--- config.mk ---
export PLATFORM = sky130hd
export DESIGN_NAME = hdr_frame_aligner
export DESIGN_NICKNAME = d
export VERILOG_FILES = /design/src/rtl/fa_pkg.sv /design/src/rtl/fa_word_buffer.sv /design/src/rtl/fa_barrel.sv /design/src/rtl/fa_frame_timer.sv /design/src/rtl/fa_lock_fsm.sv /design/src/rtl/hdr_frame_aligner.sv
export SDC_FILE = /design/constraint.sdc
export NUM_CORES = 1
export LEC_CHECK = 0
export BUFFER_PORTS_ARGS = -buffer_cell sky130_fd_sc_hd__buf_2
export CAP_MARGIN = 20
export CORE_UTILIZATION = 60
export CTS_CLUSTER_DIAMETER = 30
export CTS_CLUSTER_SIZE = 10
export DETAILED_ROUTE_END_ITERATION = 12
export PLACE_DENSITY = 0.81
export REMOVE_ABC_BUFFERS = 1
export SETUP_SLACK_MARGIN = 0.15
export SLEW_MARGIN = 0
export SYNTH_ARGS = -nofsm -noshare
export SYNTH_HDL_FRONTEND = slang
export SYNTH_SLANG_ARGS = --single-unit
export TNS_END_PERCENT = 5
--- constraint.sdc ---
create_clock -name clk -period 3.3 [get_ports clk]
set_clock_uncertainty 0.05 [all_clocks]
set_input_delay 0 -clock clk [delete_from_list [all_inputs] [get_ports clk]]
set_output_delay 0 -clock clk [all_outputs]
set_load 0.1 [all_outputs]
--- src/rtl/fa_pkg.sv ---
package fa_pkg;

    localparam int HDR_W = 4;
    localparam logic [HDR_W-1:0] HDR_DATA = 4'b0101;
    localparam logic [HDR_W-1:0] HDR_IDLE = 4'b0110;

    typedef enum logic {
        ST_SEARCH = 1'b0,
        ST_LOCKED = 1'b1
    } align_state_e;

    typedef struct packed {
        logic locked;       // registered lock state
        logic locked_next;  // lock state after the current edge
        logic wrap;         // bit offset wraps at this frame tick
    } align_ctl_t;

    function automatic logic hdr_is_legal(input logic [HDR_W-1:0] h);
        return (h == HDR_DATA) || (h == HDR_IDLE);
    endfunction

endpackage

--- src/rtl/fa_word_buffer.sv ---
module fa_word_buffer #(
    parameter int IN_W  = 8,
    parameter int BUF_W = 127
) (
    input  logic             clk,
    input  logic             rst,
    input  logic [IN_W-1:0]  in_word,
    output logic [BUF_W-1:0] buf_o
);
    logic [BUF_W-1:0] buf_q;

    always_ff @(posedge clk) begin
        if (rst) buf_q <= '0;
        else     buf_q <= {buf_q[BUF_W-IN_W-1:0], in_word};
    end

    assign buf_o = buf_q;
endmodule

--- src/rtl/fa_barrel.sv ---
module fa_barrel #(
    parameter int IN_W    = 8,
    parameter int FRAME_W = 120,
    parameter int BUF_W   = 127,
    parameter int OFF_W   = 3
) (
    input  logic [BUF_W-1:0]   buf_i,
    input  logic [OFF_W-1:0]   bit_off_i,
    output logic [FRAME_W-1:0] frame_o
);
    logic [FRAME_W-1:0] taps [IN_W];

    for (genvar k = 0; k < IN_W; k++) begin : g_tap
        assign taps[k] = buf_i[k +: FRAME_W];
    end

    assign frame_o = taps[bit_off_i];
endmodule

--- src/rtl/fa_frame_timer.sv ---
module fa_frame_timer #(
    parameter int WPF = 15
) (
    input  logic clk,
    input  logic rst,
    input  logic skip_i,
    output logic tick_o
);
    localparam int WC_W = (WPF > 1) ? $clog2(WPF) : 1;

    logic [WC_W-1:0] wcnt_q;

    assign tick_o = (wcnt_q == WC_W'(WPF - 1));

    always_ff @(posedge clk) begin
        if (rst)         wcnt_q <= '0;
        else if (tick_o) wcnt_q <= skip_i ? WC_W'(1) : '0;
        else             wcnt_q <= wcnt_q + WC_W'(1);
    end
endmodule

--- src/rtl/fa_lock_fsm.sv ---
module fa_lock_fsm
    import fa_pkg::*;
#(
    parameter int FRAME_W     = 120,
    parameter int IN_W        = 8,
    parameter int LOCK_FRAMES = 32,
    parameter int UNLOCK_ERRS = 4,
    parameter int SLIP_W      = 7,
    parameter int OFF_W       = 3
) (
    input  logic              clk,
    input  logic              rst,
    input  logic              tick_i,
    input  logic              hdr_ok_i,
    output align_ctl_t        ctl_o,
    output logic [SLIP_W-1:0] slip_o,
    output logic [OFF_W-1:0]  bit_off_o
);
    localparam int GOOD_W = $clog2(LOCK_FRAMES + 1);
    localparam int ERR_W  = $clog2(UNLOCK_ERRS + 1);

    align_state_e      st_q, st_d;
    logic [GOOD_W-1:0] good_q, good_d;
    logic [ERR_W-1:0]  err_q, err_d;
    logic [SLIP_W-1:0] slip_q, slip_d;
    logic [OFF_W-1:0]  off_q, off_d;
    logic              wrap;

    always_comb begin
        st_d   = st_q;
        good_d = good_q;
        err_d  = err_q;
        slip_d = slip_q;
        off_d  = off_q;
        wrap   = 1'b0;
        if (tick_i) begin
            unique case (st_q)
                ST_SEARCH: begin
                    if (hdr_ok_i) begin
                        if (good_q == GOOD_W'(LOCK_FRAMES - 1)) begin
                            st_d   = ST_LOCKED;
                            good_d = '0;
                            err_d  = '0;
                        end else begin
                            good_d = good_q + GOOD_W'(1);
                        end
                    end else begin
                        good_d = '0;
                        slip_d = (slip_q == SLIP_W'(FRAME_W - 1)) ? '0 : slip_q + SLIP_W'(1);
                        if (off_q == OFF_W'(IN_W - 1)) begin
                            off_d = '0;
                            wrap  = 1'b1;
                        end else begin
                            off_d = off_q + OFF_W'(1);
                        end
                    end
                end
                ST_LOCKED: begin
                    if (hdr_ok_i) begin
                        err_d = '0;
                    end else if (err_q == ERR_W'(UNLOCK_ERRS - 1)) begin
                        st_d   = ST_SEARCH;
                        err_d  = '0;
                        good_d = '0;
                    end else begin
                        err_d = err_q + ERR_W'(1);
                    end
                end
                default: st_d = ST_SEARCH;
            endcase
        end
    end

    always_ff @(posedge clk) begin
        if (rst) begin
            st_q   <= ST_SEARCH;
            good_q <= '0;
            err_q  <= '0;
            slip_q <= '0;
            off_q  <= '0;
        end else begin
            st_q   <= st_d;
            good_q <= good_d;
            err_q  <= err_d;
            slip_q <= slip_d;
            off_q  <= off_d;
        end
    end

    assign ctl_o.locked      = (st_q == ST_LOCKED);
    assign ctl_o.locked_next = (st_d == ST_LOCKED);
    assign ctl_o.wrap        = wrap;
    assign slip_o            = slip_q;
    assign bit_off_o         = off_q;
endmodule

--- src/rtl/hdr_frame_aligner.sv ---
module hdr_frame_aligner
    import fa_pkg::*;
#(
    parameter int FRAME_W     = 120,
    parameter int IN_W        = 8,
    parameter int LOCK_FRAMES = 32,
    parameter int UNLOCK_ERRS = 4,
    localparam int SLIP_W     = $clog2(FRAME_W)
) (
    input  logic               clk,
    input  logic               rst,
    input  logic [IN_W-1:0]    in_word,
    output logic [FRAME_W-1:0] frame_o,
    output logic               frame_vld_o,
    output logic               locked_o,
    output logic [SLIP_W-1:0]  slip_o
);
    localparam int WPF   = FRAME_W / IN_W;
    localparam int BUF_W = FRAME_W + IN_W - 1;
    localparam int OFF_W = (IN_W > 1) ? $clog2(IN_W) : 1;

    logic [BUF_W-1:0]   buf_w;
    logic [FRAME_W-1:0] cand;
    logic [OFF_W-1:0]   bit_off;
    logic               tick;
    logic               hdr_ok;
    align_ctl_t         ctl;
    logic [FRAME_W-1:0] frame_q;
    logic               vld_q;

    fa_word_buffer #(.IN_W(IN_W), .BUF_W(BUF_W)) u_buf (
        .clk(clk), .rst(rst), .in_word(in_word), .buf_o(buf_w)
    );

    fa_barrel #(.IN_W(IN_W), .FRAME_W(FRAME_W), .BUF_W(BUF_W), .OFF_W(OFF_W)) u_shift (
        .buf_i(buf_w), .bit_off_i(bit_off), .frame_o(cand)
    );

    fa_frame_timer #(.WPF(WPF)) u_timer (
        .clk(clk), .rst(rst), .skip_i(ctl.wrap), .tick_o(tick)
    );

    assign hdr_ok = hdr_is_legal(cand[FRAME_W-1 -: HDR_W]);

    fa_lock_fsm #(
        .FRAME_W(FRAME_W), .IN_W(IN_W), .LOCK_FRAMES(LOCK_FRAMES),
        .UNLOCK_ERRS(UNLOCK_ERRS), .SLIP_W(SLIP_W), .OFF_W(OFF_W)
    ) u_fsm (
        .clk(clk), .rst(rst), .tick_i(tick), .hdr_ok_i(hdr_ok),
        .ctl_o(ctl), .slip_o(slip_o), .bit_off_o(bit_off)
    );

    always_ff @(posedge clk) begin
        if (rst) begin
            frame_q <= '0;
            vld_q   <= 1'b0;
        end else begin
            vld_q <= tick & ctl.locked_next;
            if (tick & ctl.locked_next) frame_q <= cand;
        end
    end

    assign frame_o     = frame_q;
    assign frame_vld_o = vld_q;
    assign locked_o    = ctl.locked;
endmodule

==> metrics, run 1 <==
status finished clean; total track usage 28.7%; First-pass DRT Iterations 5; asr flop ratio synth 0%; Hold Path Origin in_word[3]; Cell Chain, Critical Path buf_6 -> mux4_2 -> nor3b_4 -> a22oi_2 -> a21oi_4 -> buf_12 -> a311oi_1; Placed Instances 1575; critical path endpoint category flop; area share of the largest cell type after synthesis 39.8%; number of buffers created by CTS 50; Worst R2R Path Depth 7; Post-synth top cells dfxtp_1, nand2_1, a21oi_1, nor2b_1, mux4_2; initial antenna violation count 0; Horiz. Die Dim 153 um; DR iter-0 viols 826; EDFF count, synth 0; Non-Filler Instances 1677; first-pass GRT wire length 55100 um; worst reg2reg setup slack 0.32 ns; Clock Sinks 272; Clock Path Buffers 3; post-layout minimum cycle time 2.98 ns; synthesized instance count 1265; core area 22100 sq um; hold crit path type in -> reg; vias in the first global route 10700; Critical Path Max Stage Delay 0.60 ns; CTS tree yes; Synth area leader dfxtp_1; setup repair after global routing missed its margin false; antenna cell count 0; Setup WS pre-CTS 0.236 ns; H-tree lvl count 2; Max Slew Vio Count 0; CP max-delay cell mux4_2; total power 8.62 mW; Reg clk slew, reported paths 0.05 ns; antenna violation net count after detailed routing 0; GP Congestion 0.854; Die Area 23400 sq um; Yosys Warn Count 0; Clk Latency, worst-skew pair 0.53 ns; relative slew slack 39.6%; CP max FO 43; routed vias/inst 6.44; reg2reg end frame_o[5]; Mean Syn Cell Area 10.8 sq um; HPWL after detailed placement 19900 um; Layout Area Growth over Synthesis 18.8%; worst setup margin 0.324 ns; Avg WL per Cell 19.8 um; drt drc 0; max-cap violation count 0; most common cell in the netlist dfxtp_1; CP arrival 3.36 ns; filler cell count 1418; Peak Freq 336 MHz; IO Count 139; Nets 1374; GR Overflow Total 0; largest net degree at the start of global routing 110; share of layout cells above drive strength 1 34.6%; Root Driver clkbuf_16; RR Startpoint u_fsm.bit_off_o[0]; Most used DFF post-synth dfxtp_1; worst slew pin tran 0.905 ns; Synth cell types 46; Placed Instance Area 14400 sq um; Worst IR Drop VDD 0.000457 V; Leakage Power 5.41 nW; num rows 54; Hold Crit Depth 3; Final Hold Viols 0; critical path type reg -> reg; DIE HEIGHT 153 um; Final Routed Wirelength 33200 um; Critical Path Source Type flop; WP data required 3.68 ns; Cell Area, Synth 13700 sq um; synthesized flop and latch total 272; Worst Hold End u_buf.buf_o[3]; ratio of final minimum period to clock period 90.2%; Finished Cell Area 16200 sq um; pwr dens 531 nW/um^2; top cells by area, synth dfxtp_1, mux4_2, a311oi_2, nand2_1, nor2b_1; Worst Hold Slack 0.176 ns; IO Port Bufs 138; final setup fails 0; Initial Util 61.9%; vias 10800; sequential fraction of the synthesis area 39.8%
registers in the layout, summed over array words and instances (netlist names):
signal,cells
frame_o,120
frame_vld_o,1
u_buf.buf_o,127
u_fsm.bit_off_o,3
u_fsm.err_q,3
u_fsm.good_q,6
u_fsm.slip_o,7
u_fsm.st_q,1
u_timer.wcnt_q,4
stage by stage:
| stage | util, % | TNS [ns] |
|---|---|---|
| after floorplan | - | -1029.15 |
| after global placement | 65.1 | 0 |
| after detailed placement | 65.1 | 0 |
| after CTS | 73.3 | 0 |
| after global routing | 73.5 | 0 |
| final | 73.5 | 0 |
cells in the final DEF, fill, tap and decap left out, types with 6 or more instances in the layout:
cell / count
dfxtp_1: 269
nand2_1: 255
buf_2: 137
a21oi_1: 135
nor2b_1: 128
mux4_2: 124
a311oi_2: 100
clkbuf_16: 53
a311oi_1: 22
nor2_1: 14
buf_4: 13
inv_1: 9
o21ai_0: 9
dlygate4sd3_1: 9
clkbuf_1: 8
clkinv_2: 7
ha_1: 7
clkinvlp_4: 7
buf_12: 7
nand4_1: 6
what timing repair did:
item | in CTS | in global routing
setup endpoints to repair | 0 | 76
hold buffers | 9 | 0
resized for setup | 0 | 1
hold endpoints to repair | 53 | 0
setup buffers | 0 | 0
power breakdown:
part | total, mW | leakage (nW) | switching, mW | internal [mW]
Sequential | 3.33 | 2.20 | 0.0214 | 3.31
Combinational | 0.146 | 2.38 | 0.0903 | 0.0552
Clock | 5.14 | 0.829 | 1.71 | 3.43
worst max path at each step:
| stage | start | endpoint | slack (ns) | depth (start not counted) |
|---|---|---|---|---|
| after floorplan | u_fsm.bit_off_o[0] | frame_o[118] | -7.89 | 5 |
| after global placement | u_fsm.bit_off_o[0] | frame_o[5] | 0.39 | 7 |
| after detailed placement | u_fsm.bit_off_o[0] | frame_o[5] | 0.24 | 7 |
| after CTS | u_fsm.bit_off_o[0] | frame_o[5] | 0.18 | 7 |
| after global routing | u_fsm.bit_off_o[0] | frame_o[118] | 0.16 | 7 |
| final | u_fsm.bit_off_o[0] | frame_o[5] | 0.32 | 7 |
critical path: cells and delay by family (launching register included):
family | cells | cell delay (ns)
buf+inv | 2 | 0.60
flops | 1 | 0.44
compound gates | 3 | 0.92
mux | 1 | 0.60
simple gates | 1 | 0.20
layout make-up:
type                    count  area (sq um)  area share [%]
well taps                 280           350            2.16
clock inverters            26           303            1.86
clock buffers              66          1430            8.78
flip-flops and latches    272          5460            33.6
inverters                  10          38.8           0.239
repair buffers            169          1070            6.57
multi-input cells         854          7590            46.8
logic make-up after synthesis:
| family | Yosys count | share of synthesized area (%) |
|---|---|---|
| xor+xnor | 3 | 0.192 |
| simple gates | 430 | 14.9 |
| flops | 272 | 39.8 |
| compound gates | 290 | 19.2 |
| mux | 124 | 20.4 |
| fa+ha+maj | 7 | 0.641 |
| buf+inv | 139 | 4.75 |
layer usage:
metal,global-route usage [%],part of all wire (%),vias to the layer above
met4,9.28,1.9,0
met5,0,0,-
li1,-,-,4906
met1,38.5,41,5339
met2,46.8,49,488
met3,5.59,8.0,60
No activity file was read; power rests on OpenSTA's default activity.
==> run 2: changes to the inputs <==
- CORE_UTILIZATION: 60 -> 61
- CTS_BUF_LIST: not set -> sky130_fd_sc_hd__clkbuf_2 sky130_fd_sc_hd__clkbuf_4 sky130_fd_sc_hd__clkbuf_8
- HOLD_SLACK_MARGIN: not set -> 0.1
- PLACE_DENSITY: 0.81 -> 0.82
==> metrics, run 2 (synthesis gave the netlist of run 1 again) <==
Cell Chain, Critical Path mux4_2 -> xor2_1 -> a221o_4 -> buf_4 -> a21oi_1 -> a311oi_2; Hold Path Origin in_word[2]; Leakage Power 5.23 nW; final setup fails 0; RR Startpoint u_fsm.bit_off_o[0]; antenna violation net count after detailed routing 0; fin util 72.3%; Die Area 23000 sq um; core area 21900 sq um; relative slew slack 22.8%; Reg clk slew, reported paths 0.06 ns; CP max FO 22; Largest register FFs 127; number of buffers created by CTS 54; post-layout minimum cycle time 2.89 ns; Worst Hold Slack 0.136 ns; hold crit path type in -> reg; Horiz. Die Dim 152 um; HPWL after detailed placement 19400 um; worst slew pin tran 1.16 ns; vias in the first global route 10200; Initial Util 62.4%; CP max-delay cell mux4_2; CP arrival 3.32 ns; antenna cell count 0; Max Slew Vio Count 0; DIE HEIGHT 152 um; Peak Freq 346 MHz; initial antenna violation count 0; Critical Path Source Type flop; Critical Path Max Stage Delay 0.55 ns; max-cap violation count 0; WP data required 3.73 ns; Avg WL per Cell 18.8 um; Clock Sinks 272; Setup crit start u_fsm.bit_off_o[0]; Final Routed Wirelength 31600 um; First-pass DRT Iterations 7; Final Hold Viols 0; critical path buffer and inverter count 1; largest net degree at the start of global routing 109; Layout Area Growth over Synthesis 15.7%; CTS tree yes; area of the multi-input gates 7590 sq um; total power 7.50 mW; drt drc 0; GR Overflow Total 0; register area 5460 sq um; most common cell after layout, fill and taps aside dfxtp_1; CP top delay family compound AO/OA/AOI/OAI gates; status finished clean; IO Port Bufs 138; routed vias/inst 6.31; setup repair after global routing missed its margin false; Root Driver clkbuf_8; worst reg2reg setup slack 0.41 ns; critical path type reg -> reg; GP Congestion 0.807; pwr dens 474 nW/um^2; Nets 1375; IO Count 139; first-pass GRT wire length 50900 um; ratio of final minimum period to clock period 87.5%; share of layout cells above drive strength 1 35.3%; Clk Latency, worst-skew pair 0.58 ns; post-route setup TNS 0 ns; vias 10600; H-tree lvl count 2; critical path endpoint category flop; most frequent cells in the layout dfxtp_1, nand2_1, buf_2; DR iter-0 viols 746; total track usage 27.7%; filler cell count 1470; num rows 54; Clock Path Buffers 3; worst setup margin 0.412 ns; Worst IR Drop VDD 0.000313 V; Setup WS pre-CTS 0.463 ns
run 2: stage by stage:
stage          cell area (sq um)  instances
2_1_floorplan              13100       1136
3_3_place_gp               14400       1571
3_5_place_dp               14400       1571
4_1_cts                    15800       1683
5_1_grt                    15800       1683
6_report                   15800       1683
run 2: area by class of cell:
| cell class | instances | share of cell area (%) |
|---|---|---|
| Clock buffer | 67 | 5.67 |
| Clock inverter | 34 | 2.64 |
| Inverter | 10 | 0.245 |
| Multi-Input combinational cell | 854 | 48.0 |
| Sequential cell | 272 | 34.5 |
| Tap cell | 280 | 2.21 |
| Timing Repair Buffer | 166 | 6.72 |
run 2: what timing repair did:
action	CTS	global route
buffers inserted	0	0
gates resized for setup	0	0
hold buffers	11	0
hold endpoints to repair	76	0
run 2: final timing paths:
kind	depth (start not counted)	to
worst max-delay path	6	frame_o[99]
worst max register to register	6	frame_o[99]
worst min register to register	1	u_buf.buf_o[8]
worst min-delay path	3	u_buf.buf_o[2]
run 2: worst register-to-register path, delay by kind of cell, from the launching register on:
| family | cells | cell delay (ns) |
|---|---|---|
| mux | 1 | 0.55 |
| xor+xnor | 1 | 0.53 |
| flops | 1 | 0.46 |
| compound gates | 3 | 0.89 |
| buf+inv | 1 | 0.33 |
run 2: power by group:
part	internal (mW)	leakage (nW)	total, mW	switching, mW
sequential	3.30	2.20	3.32	0.0217
clock	2.41	0.661	4.03	1.62
combinational	0.0576	2.37	0.146	0.0884
run 2: per-layer routing:
metal | share of wire (%) | wire length, um | up-vias | GRT usage [%]
met3 | 7.6 | 2390 | 54 | 4.58
li1 | - | - | 4900 | -
met2 | 49 | 15400 | 438 | 45.0
met5 | 0 | 0 | - | 0
met1 | 42 | 13300 | 5227 | 37.6
met4 | 1.6 | 518 | 0 | 9.31
==> run 3: changes to the inputs <==
--- a/config.mk
+++ b/config.mk
@@ -8,4 +8,5 @@
 export BUFFER_PORTS_ARGS = -buffer_cell sky130_fd_sc_hd__buf_2
 export CAP_MARGIN = 20
+export CORE_MARGIN = 5
 export CORE_UTILIZATION = 61
 export CTS_BUF_LIST = sky130_fd_sc_hd__clkbuf_2 sky130_fd_sc_hd__clkbuf_4 sky130_fd_sc_hd__clkbuf_8
==> constraint.sdc (replaced) <==
create_clock -name clk -period 3.3 [get_ports clk]
set_clock_uncertainty 0.05 [all_clocks]
set_input_delay 0.495 -clock clk [delete_from_list [all_inputs] [get_ports clk]]
set_output_delay 0.495 -clock clk [all_outputs]
set_load 0.1 [all_outputs]
==> metrics, run 3 (synthesis gave the netlist of run 1 again) <==
Reg clk slew, reported paths 0.06 ns; worst slew pin tran 0.910 ns; antenna cell count 0; antenna violation net count after detailed routing 0; Max Slew Vio Count 0; ratio of final minimum period to clock period 91.2%; GP Congestion 0.832; Setup WS pre-CTS 0.253 ns; vias 10800; critical path endpoint category flop; CTS tree yes; largest net degree at the start of global routing 101; Layout Area Growth over Synthesis 16.7%; routed vias/inst 6.39; met1 GRT Util 35.0%; status finished clean; First-pass DRT Iterations 5; Peak Freq 332 MHz; CP max FO 13; H-tree lvl count 2; Largest register FFs 127; worst setup margin 0.292 ns; relative slew slack 39.4%; critical path type reg -> reg; post-layout minimum cycle time 3.01 ns; Initial Util 62.3%; GRT busiest layer met2; most frequent cells in the layout dfxtp_1, nand2_1, buf_2; DIE HEIGHT 160 um; Final Hold Viols 0; Root Driver clkbuf_8; Die Area 25500 sq um; Final Routed Wirelength 33100 um; Finished Cell Area 16000 sq um; total power 7.75 mW; GR Overflow Total 0; initial antenna violation count 0; final setup fails 0; HPWL after detailed placement 20800 um; share of layout cells above drive strength 1 35.9%; WP data required 3.66 ns; Clock Path Buffers 3; IO Port Bufs 138; num rows 54; IO Count 139; Leakage Power 5.30 nW; fin util 72.6%; CP arrival 3.37 ns; register area 5460 sq um; M3 GR Usage 4.59%; filler cell count 1471; total track usage 25.6%; first-pass GRT wire length 55200 um; most common cell after layout, fill and taps aside dfxtp_1; buffers inserted by post-CTS timing repair 0; DR iter-0 viols 835; core area 22000 sq um; drt drc 0; number of buffers created by CTS 56; vias in the first global route 10800; Horiz. Die Dim 160 um; max-cap violation count 0; Worst IR Drop VDD 0.000340 V; Placed Instance Area 14400 sq um; area of the multi-input gates 7590 sq um; Clk Latency, worst-skew pair 0.58 ns; Avg WL per Cell 19.6 um; Nets 1382; met2 Usage GRT 41.5%; Clock Sinks 272; pwr dens 486 nW/um^2; setup repair after global routing missed its margin false; hold crit path type in -> reg; Critical Path Source Type flop
-- run 3: path summary, 6_finish.rpt --
kind / slack (ns) / to / cells after the start / from
setup reg to reg: 0.29 / frame_o[70] / 6 / u_fsm.bit_off_o[0]
hold / removal: 0.33 / u_buf.buf_o[92] / 2 / rst
setup / recovery: 0.29 / frame_o[70] / 6 / u_fsm.bit_off_o[0]
hold reg to reg: 0.42 / u_buf.buf_o[8] / 1 / u_buf.buf_o[0]
-- run 3: area by class of cell --
cell class / count / area share [%]
multi-input cells: 854 / 47.6
inverters: 10 / 0.243
repair buffers: 171 / 6.88
clock buffers: 71 / 5.81
well taps: 280 / 2.20
flip-flops and latches: 272 / 34.2
clock inverters: 34 / 3.04
-- run 3: what timing repair did --
action | CTS | global route
endpoints found under the setup margin | 0 | 66
gates resized for setup | 0 | 1
hold buffers | 8 | 0
endpoints found under the hold margin | 8 | 0
-- run 3: stage by stage --
step | hold slack (ns) | instances | setup TNS [ns]
floorplan | 0.383 | 1136 | -1029.15
global placement | 0.400 | 1578 | 0
detailed placement | 0.415 | 1578 | 0
CTS | 0.313 | 1691 | 0
global route | 0.328 | 1692 | 0
finish | 0.334 | 1692 | 0
-- run 3: critical path: stages (launching register included) --
cell and delay [ns]:
dfxtp_4 0.46, mux4_2 0.57, xor2_1 0.53, a22oi_2 0.29, a21oi_4 0.47, buf_4 0.32
a311oi_2 0.14
-- run 3: per-layer routing --
layer,up-vias,wire length (um),share of wire [%]
met5,-,0,0
met4,0,824,2.5
met3,83,2320,7.0
met2,470,16200,49
met1,5327,13800,42
li1,4928,-,-
-- run 3: where the power goes --
part	switching, mW	internal, mW	total, mW
Combinational	0.0886	0.0561	0.145
Sequential	0.0219	3.30	3.32
Clock	1.59	2.69	4.28
Total	1.70	6.04	7.75
